--- config.mk ---
export PLATFORM = sky130hd
export DESIGN_NAME = tas_dpram
export DESIGN_NICKNAME = d
export VERILOG_FILES = /design/src/rtl/tas_pkg.sv /design/src/rtl/tas_mem_core.sv /design/src/rtl/tas_arbiter.sv /design/src/rtl/tas_port_ctrl.sv /design/src/rtl/tas_dpram.sv
export SDC_FILE = /design/constraint.sdc
export NUM_CORES = 1
export LEC_CHECK = 0
export ABC_AREA = 0
export BUFFER_PORTS_ARGS = -buffer_cell sky130_fd_sc_hd__buf_4
export CAP_MARGIN = 5
export CORE_MARGIN = 3
export CORE_UTILIZATION = 41
export CTS_CLUSTER_DIAMETER = 60
export DETAILED_ROUTE_END_ITERATION = 6
export PLACE_DENSITY = 0.55
export SLEW_MARGIN = 10
export SYNTH_ARGS = -nofsm -noshare
export SYNTH_HDL_FRONTEND = slang
export SYNTH_SLANG_ARGS = --single-unit
--- constraint.sdc ---
create_clock -name clk -period 5.6 [get_ports clk]
set_clock_uncertainty 0.2 [all_clocks]
set_input_delay 0.84 -clock clk [delete_from_list [all_inputs] [get_ports clk]]
set_output_delay 0.84 -clock clk [all_outputs]
set_load 0.01 [all_outputs]
--- src/rtl/tas_pkg.sv ---
package tas_pkg;
    typedef enum logic [1:0] {
        OP_IDLE  = 2'd0,
        OP_READ  = 2'd1,
        OP_WRITE = 2'd2,
        OP_TAS   = 2'd3
    } op_e;

    typedef enum logic {
        ST_IDLE = 1'b0,
        ST_EVAL = 1'b1
    } pst_e;
endpackage

--- src/rtl/tas_mem_core.sv ---
module tas_mem_core #(
    parameter int AW = 4,
    parameter int DW = 16,
    parameter int NP = 2
) (
    input  logic                   clk,
    input  logic                   rst_n,
    input  logic [NP-1:0]          we,
    input  logic [NP-1:0][AW-1:0]  waddr,
    input  logic [NP-1:0][DW-1:0]  wdata,
    input  logic [NP-1:0][AW-1:0]  raddr,
    output logic [NP-1:0][DW-1:0]  rdata
);
    localparam int DEPTH = 1 << AW;

    logic [DW-1:0] store [DEPTH];

    // Highest port index applied first, so port 0 lands last and wins.
    always_ff @(posedge clk or negedge rst_n) begin
        if (!rst_n) begin
            for (int i = 0; i < DEPTH; i++) store[i] <= '0;
        end else begin
            for (int p = NP - 1; p >= 0; p--) begin
                if (we[p]) store[waddr[p]] <= wdata[p];
            end
        end
    end

    generate
        for (genvar g = 0; g < NP; g++) begin : g_rd
            assign rdata[g] = store[raddr[g]];
        end
    endgenerate
endmodule

--- src/rtl/tas_arbiter.sv ---
module tas_arbiter import tas_pkg::*; #(
    parameter int AW = 4
) (
    input  logic [1:0]          idle,
    input  logic [1:0][1:0]     op,
    input  logic [1:0][AW-1:0]  addr,
    input  logic [1:0]          rsv_v,
    input  logic [1:0][AW-1:0]  rsv_a,
    output logic [1:0]          go,
    output logic [1:0]          refuse
);
    logic [1:0] hit, claim, blk, is_rd, is_wr, is_tas;
    logic       same_addr;

    assign same_addr = (addr[0] == addr[1]);

    always_comb begin
        for (int p = 0; p < 2; p++) begin
            is_rd[p]  = idle[p] && (op_e'(op[p]) == OP_READ);
            is_wr[p]  = idle[p] && (op_e'(op[p]) == OP_WRITE);
            is_tas[p] = idle[p] && (op_e'(op[p]) == OP_TAS);
            hit[p]    = rsv_v[1-p] && (rsv_a[1-p] == addr[p]);
        end
        // fixed priority: port 0 claims first
        claim[0] = is_tas[0] && !hit[0];
        claim[1] = is_tas[1] && !hit[1] && !(claim[0] && same_addr);
        blk[0]   = hit[0] || (claim[1] && same_addr);
        blk[1]   = hit[1] || (claim[0] && same_addr);
        for (int p = 0; p < 2; p++) begin
            go[p]     = is_rd[p] || (is_wr[p] && !blk[p]) || claim[p];
            refuse[p] = is_tas[p] && !claim[p];
        end
    end
endmodule

--- src/rtl/tas_port_ctrl.sv ---
module tas_port_ctrl import tas_pkg::*; #(
    parameter int AW = 4,
    parameter int DW = 16
) (
    input  logic          clk,
    input  logic          rst_n,
    input  logic [1:0]    req_op,
    input  logic [AW-1:0] req_addr,
    input  logic [DW-1:0] req_wdata,
    input  logic [DW-1:0] req_cmp,
    input  logic          go,
    input  logic          refuse,
    input  logic [DW-1:0] rd_word,
    output logic          idle,
    output logic          rsv_valid,
    output logic [AW-1:0] rsv_addr,
    output logic          wr_en,
    output logic [AW-1:0] wr_addr,
    output logic [DW-1:0] wr_data,
    output logic          done,
    output logic          busy,
    output logic          pass,
    output logic [DW-1:0] rdata
);
    pst_e          state_q, state_d;
    op_e           op;
    logic [AW-1:0] addr_q;
    logic [DW-1:0] old_q, cmp_q, set_q;
    logic          match;

    assign op    = op_e'(req_op);
    assign match = (old_q == cmp_q);

    // state register
    always_ff @(posedge clk or negedge rst_n) begin
        if (!rst_n) state_q <= ST_IDLE;
        else        state_q <= state_d;
    end

    // transitions: accept_tas, finish
    always_comb begin
        state_d = state_q;
        unique case (state_q)
            ST_IDLE: if (go && op == OP_TAS) state_d = ST_EVAL;
            ST_EVAL: state_d = ST_IDLE;
            default: state_d = ST_IDLE;
        endcase
    end

    // operand capture at accept_tas
    always_ff @(posedge clk or negedge rst_n) begin
        if (!rst_n) begin
            addr_q <= '0;
            old_q  <= '0;
            cmp_q  <= '0;
            set_q  <= '0;
        end else if (state_q == ST_IDLE && go && op == OP_TAS) begin
            addr_q <= req_addr;
            old_q  <= rd_word;
            cmp_q  <= req_cmp;
            set_q  <= req_wdata;
        end
    end

    assign idle      = (state_q == ST_IDLE);
    assign rsv_valid = (state_q == ST_EVAL);
    assign rsv_addr  = addr_q;

    always_comb begin
        wr_en   = 1'b0;
        wr_addr = req_addr;
        wr_data = req_wdata;
        unique case (state_q)
            ST_IDLE: wr_en = go && (op == OP_WRITE);
            ST_EVAL: begin
                wr_en   = match;
                wr_addr = addr_q;
                wr_data = set_q;
            end
            default: wr_en = 1'b0;
        endcase
    end

    // response outputs
    always_ff @(posedge clk or negedge rst_n) begin
        if (!rst_n) begin
            done  <= 1'b0;
            busy  <= 1'b0;
            pass  <= 1'b0;
            rdata <= '0;
        end else begin
            done <= 1'b0;
            busy <= 1'b0;
            pass <= 1'b0;
            unique case (state_q)
                ST_IDLE: begin
                    if (go && op == OP_READ) begin
                        done  <= 1'b1;
                        rdata <= rd_word;
                    end
                    if (go && op == OP_WRITE) done <= 1'b1;
                    if (refuse) busy <= 1'b1;
                end
                ST_EVAL: begin
                    done  <= 1'b1;
                    pass  <= match;
                    rdata <= old_q;
                end
                default: ;
            endcase
        end
    end
endmodule

--- src/rtl/tas_dpram.sv ---
module tas_dpram #(
    parameter int AW = 4,
    parameter int DW = 16
) (
    input  logic          clk,
    input  logic          rst_n,
    input  logic [1:0]    p0_op,
    input  logic [AW-1:0] p0_addr,
    input  logic [DW-1:0] p0_wdata,
    input  logic [DW-1:0] p0_cmp,
    output logic          p0_done,
    output logic          p0_busy,
    output logic          p0_pass,
    output logic [DW-1:0] p0_rdata,
    input  logic [1:0]    p1_op,
    input  logic [AW-1:0] p1_addr,
    input  logic [DW-1:0] p1_wdata,
    input  logic [DW-1:0] p1_cmp,
    output logic          p1_done,
    output logic          p1_busy,
    output logic          p1_pass,
    output logic [DW-1:0] p1_rdata
);
    localparam int NP = 2;

    logic [NP-1:0][1:0]    op_a;
    logic [NP-1:0][AW-1:0] addr_a, rsv_a, wa;
    logic [NP-1:0][DW-1:0] wd_a, cmp_a, wdat, rword, rdata_a;
    logic [NP-1:0]         idle, rsv_v, go, refuse, we;
    logic [NP-1:0]         done_a, busy_a, pass_a;

    assign op_a   = {p1_op, p0_op};
    assign addr_a = {p1_addr, p0_addr};
    assign wd_a   = {p1_wdata, p0_wdata};
    assign cmp_a  = {p1_cmp, p0_cmp};

    tas_arbiter #(.AW(AW)) u_arb (
        .idle   (idle),
        .op     (op_a),
        .addr   (addr_a),
        .rsv_v  (rsv_v),
        .rsv_a  (rsv_a),
        .go     (go),
        .refuse (refuse)
    );

    generate
        for (genvar g = 0; g < NP; g++) begin : g_port
            tas_port_ctrl #(.AW(AW), .DW(DW)) u_port (
                .clk       (clk),
                .rst_n     (rst_n),
                .req_op    (op_a[g]),
                .req_addr  (addr_a[g]),
                .req_wdata (wd_a[g]),
                .req_cmp   (cmp_a[g]),
                .go        (go[g]),
                .refuse    (refuse[g]),
                .rd_word   (rword[g]),
                .idle      (idle[g]),
                .rsv_valid (rsv_v[g]),
                .rsv_addr  (rsv_a[g]),
                .wr_en     (we[g]),
                .wr_addr   (wa[g]),
                .wr_data   (wdat[g]),
                .done      (done_a[g]),
                .busy      (busy_a[g]),
                .pass      (pass_a[g]),
                .rdata     (rdata_a[g])
            );
        end
    endgenerate

    tas_mem_core #(.AW(AW), .DW(DW), .NP(NP)) u_mem (
        .clk   (clk),
        .rst_n (rst_n),
        .we    (we),
        .waddr (wa),
        .wdata (wdat),
        .raddr (addr_a),
        .rdata (rword)
    );

    assign p0_done  = done_a[0];
    assign p0_busy  = busy_a[0];
    assign p0_pass  = pass_a[0];
    assign p0_rdata = rdata_a[0];
    assign p1_done  = done_a[1];
    assign p1_busy  = busy_a[1];
    assign p1_pass  = pass_a[1];
    assign p1_rdata = rdata_a[1];
endmodule

==> run_results.csv <==
group,metric,value,unit
cts,cts_max_path_buffers,3,
pwr,p_per_area,447,nW/um2
timing,fin_crit_sh,70.0,%
pwr,power_leakage,12.3,nW
finish,nets,1851,
run,cap_violations,0,
routing,drt_iter0_markers,1312,
finish,syn2layout_area_growth,14.6,%
cts,cts-root-buf,"clkbuf_16",
synthesis,synth-compound-area-share,3.17,%
global_routing,grt_pass1_wl,113,mm
min_path,hold_class,"input port to asynchronous set/reset pin",
pwr,ir_worst_vdd,0.000237,V
placed_design,dpl.hpwl,48.5,mm
finish,final_area,26200,um2
floorplanning,core-area,54500,um2
cts,cts.repair.resized,0,
worst_setup_path,cp-start-kind,"flop",
floorplanning,start_util,42.0,%
timing,rsz0062_at_grt,"false",
routing,routed_wl,75.8,mm
synthesis,ys_ff_latch,400,
cts,ctsHoldBuffers,0,
timing,tightest_slew,1.15,ns
global_routing,antenna_found_initial,0,
synthesis,yosysWarnings,0,
routing,drc,0,
worst_setup_path,cp_common_cell,"mux2i_1",
worst_setup_path,reg2reg_depth,8,
worst_setup_path,crit_family,"simple AND/OR/NAND/NOR gates",
floorplanning,die_w,242,um
routing,wire_per_inst,29.7,um
timing,max_slew_margin,21.6,%
timing,fin_crit,3.92,ns
timing,hold_viol,0,
floorplanning,io_pins,116,
cts,path_clk_slew,0.06,ns
timing,maxSlewViolCount,0,
routing,antenna_left,0,
routing,viasPerCell,6.08,
synthesis,ys_types,49,
synthesis,synth_ff_type,"dfrtp_1",
status,status,"finished, final reports clean",
cts,numClockSinks,400,
worst_setup_path,critical_path.max_stage_delay,0.96,ns
synthesis,netlist_instances,1693,
global_routing,first_global_vias,15784,
placed_design,postPlaceCellArea,24500,um2
cts,cts_tree,"built",
floorplanning,die_height,242,um
global_routing,grt_remaining_overflow,0,
finish,antenna_cells,0,
synthesis,ys_seq_area_share,43.8,%
worst_setup_path,crit_cells,8,
cts,clk_latency,0.59,ns
global_routing,grt_usage,25.8,%
cts,cts_setup_buffers,0,
worst_setup_path,worstPathRequired,5.81,ns
timing,tns,0,ns
synthesis,async_reset_ff_share,100,%
cts,numCtsBuffers,48,
worst_setup_path,crit_path_cell_trace,"xor2_1 -> nor4_1 -> nand2_1 -> or4_1 -> a211oi_4 -> buf_4 -> mux2i_1 -> mux2i_1",
placed_design,port-buffer-count,115,
cts,h-tree-depth,2,
synthesis,synth_top_family_by_area,"multiplexers",
worst_setup_path,crit_path_end_kind,"flop",
synthesis,syn_nets,1771,
finish,final_layout_size_suffix_gt1_share,29.2,%
worst_setup_path,worst-path-max-fanout,9,
routing,firstDrtPassIters,5,
worst_setup_path,cp_slowest_cell,"or4_1",
placed_design,gp_congestion,0.821,
synthesis,synth_fa_ha_area_share,0,%
worst_setup_path,critPathArrivalTime,4.13,ns
timing,fmax,255,MHz
synthesis,synth-edff-count,0,
synthesis,synthMuxAreaShare,42.8,%
worst_setup_path,critPathKind,"flop to flop",
synthesis,syn_area,22800,um2
synthesis,synth_xor_xnor_area_share,1.72,%
floorplanning,num_rows,85,
synthesis,yosys.area_share.simple,4.93,%
routing,vias,15492,
synthesis,synth.avg_cell_area,13.5,um2
global_routing,grt_max_degree,123,
timing,setup_viol,0,
worst_setup_path,critPathBufInv,1,
floorplanning,die-area,58600,um2
==> synth_stat cells, drive strengths merged (2+ instances only) <==
cell / n / area share, %
and3: 5 / 0.14
a32oi: 2 / 0.077
o32ai: 4 / 0.15
buf: 83 / 2.1
nor3b: 20 / 0.66
nor3: 3 / 0.12
mux2: 80 / 3.9
o21ai: 15 / 0.46
mux4: 160 / 16
clkbuf: 67 / 1.3
nand3: 12 / 0.35
nand3b: 2 / 0.066
a221o: 16 / 0.70
nand4: 5 / 0.14
nand2b: 7 / 0.19
dfrtp: 400 / 44
a21oi: 32 / 0.70
or4: 2 / 0.082
nor4: 6 / 0.16
nor2b: 18 / 0.49
nand2: 133 / 2.2
a31oi: 6 / 0.16
xnor2: 26 / 1.0
inv: 9 / 0.16
a211oi: 9 / 0.76
nor2: 15 / 0.25
xor2: 18 / 0.72
mux2i: 528 / 23
o22ai: 4 / 0.11
or2: 2 / 0.055
==> worst register-to-register path, delay by kind of cell (launching register included) <==
family | cells | cell delay (ns)
XOR/XNOR | 1 | 0.21
buffers and inverters | 1 | 0.37
AO/OA/AOI/OAI | 1 | 0.80
flip-flops | 1 | 0.52
multiplexers | 2 | 0.32
AND/OR/NAND/NOR | 3 | 1.33
==> routing by layer <==
metal	routed length, um	track usage, %
met1	35700	38.8
met2	33900	39.1
met3	4590	4.39
met4	1660	5.69
met5	0	0
==> path summary, 6_finish.rpt <==
path / start / end / slack (ns)
setup / recovery: g_port[1].u_port.old_q[5] / u_mem.store[226] / 1.68
setup reg to reg: g_port[1].u_port.old_q[5] / u_mem.store[226] / 1.68
hold / removal: rst_n / g_port[0].u_port.rdata[3] / 0.06
hold reg to reg: g_port[0].u_port.set_q[6] / g_port[0].u_port.set_q[6] / 0.28
max in group asynchronous: rst_n / u_mem.store[151] / 3.89
min in group clk: p0_cmp[14] / g_port[0].u_port.cmp_q[14] / 0.24
==> cell families (layout without fill, tap and decap cells) <==
| logic type | Yosys count | count (layout) |
|---|---|---|
| flops | 400 | 400 |
| mux | 768 | 768 |
| buf+inv | 160 | 276 |
| xor+xnor | 44 | 44 |
| simple gates | 232 | 232 |
| compound gates | 89 | 89 |
==> stage by stage <==
stage	worst slack, ns	util, %	std cells	hold slack (ns)	power (mW)
floorplan	2.29	-	1693	0.245	7.06
global placement	1.27	45.0	2462	0.258	8.23
detailed placement	1.19	45.0	2462	0.267	8.36
CTS	1.72	48.1	2548	0.0992	11.8
global route	1.50	48.1	2548	0.112	12.3
finish	1.68	48.1	2548	0.0606	11.7
==> where the power goes <==
part	leakage [nW]	switching, mW	total [mW]	internal, mW
logic	6.58	1.53	3.42	1.90
clock network	0.835	1.31	3.38	2.07
registers	4.93	0.922	4.91	3.99
total	12.3	3.75	11.7	7.96
==> area by class of cell <==
| cell class | instances | area (um2) |
|---|---|---|
| timing repair buffer | 180 | 1410 |
| clock inverter | 15 | 258 |
| multi-input combinational | 1133 | 12100 |
| inverter | 10 | 40.0 |
| clock buffer | 71 | 1450 |
| sequential | 400 | 10000 |
| fill | 4784 | 28300 |
| tap | 739 | 925 |
==> sequential cells by signal, indices dropped and copies added, names as in the netlist, 8 cells and up <==
| register | count |
|---|---|
| g_port.u_port.old_q | 32 |
| g_port.u_port.set_q | 32 |
| u_mem.store | 256 |
| g_port.u_port.rsv_addr | 8 |
| g_port.u_port.cmp_q | 32 |
| g_port.u_port.rdata | 32 |
==> cells in the final DEF, fill, tap and decap left out, types with 3 or more instances in the layout <==
cell type	instances
nand3_1	8
inv_6	3
o21ai_2	7
nand2b_1	6
nand3_2	4
mux4_2	160
nor2_1	14
a31oi_1	6
nor4_1	5
mux2i_1	518
nand2_1	133
o32ai_1	4
o21ai_0	7
xor2_1	17
clkbuf_1	9
nor2b_1	18
bufinv_16	6
and3_1	5
a21oi_1	32
mux2i_2	10
mux2_2	69
clkbuf_8	12
clkbuf_16	50
o22ai_1	4
nand4_1	5
dfrtp_1	398
mux2_1	11
buf_4	175
xnor2_1	26
a211oi_4	8
nor3b_1	19
inv_1	7
a221o_1	16
buf_12	4
No activity file was read; power rests on OpenSTA's default activity.
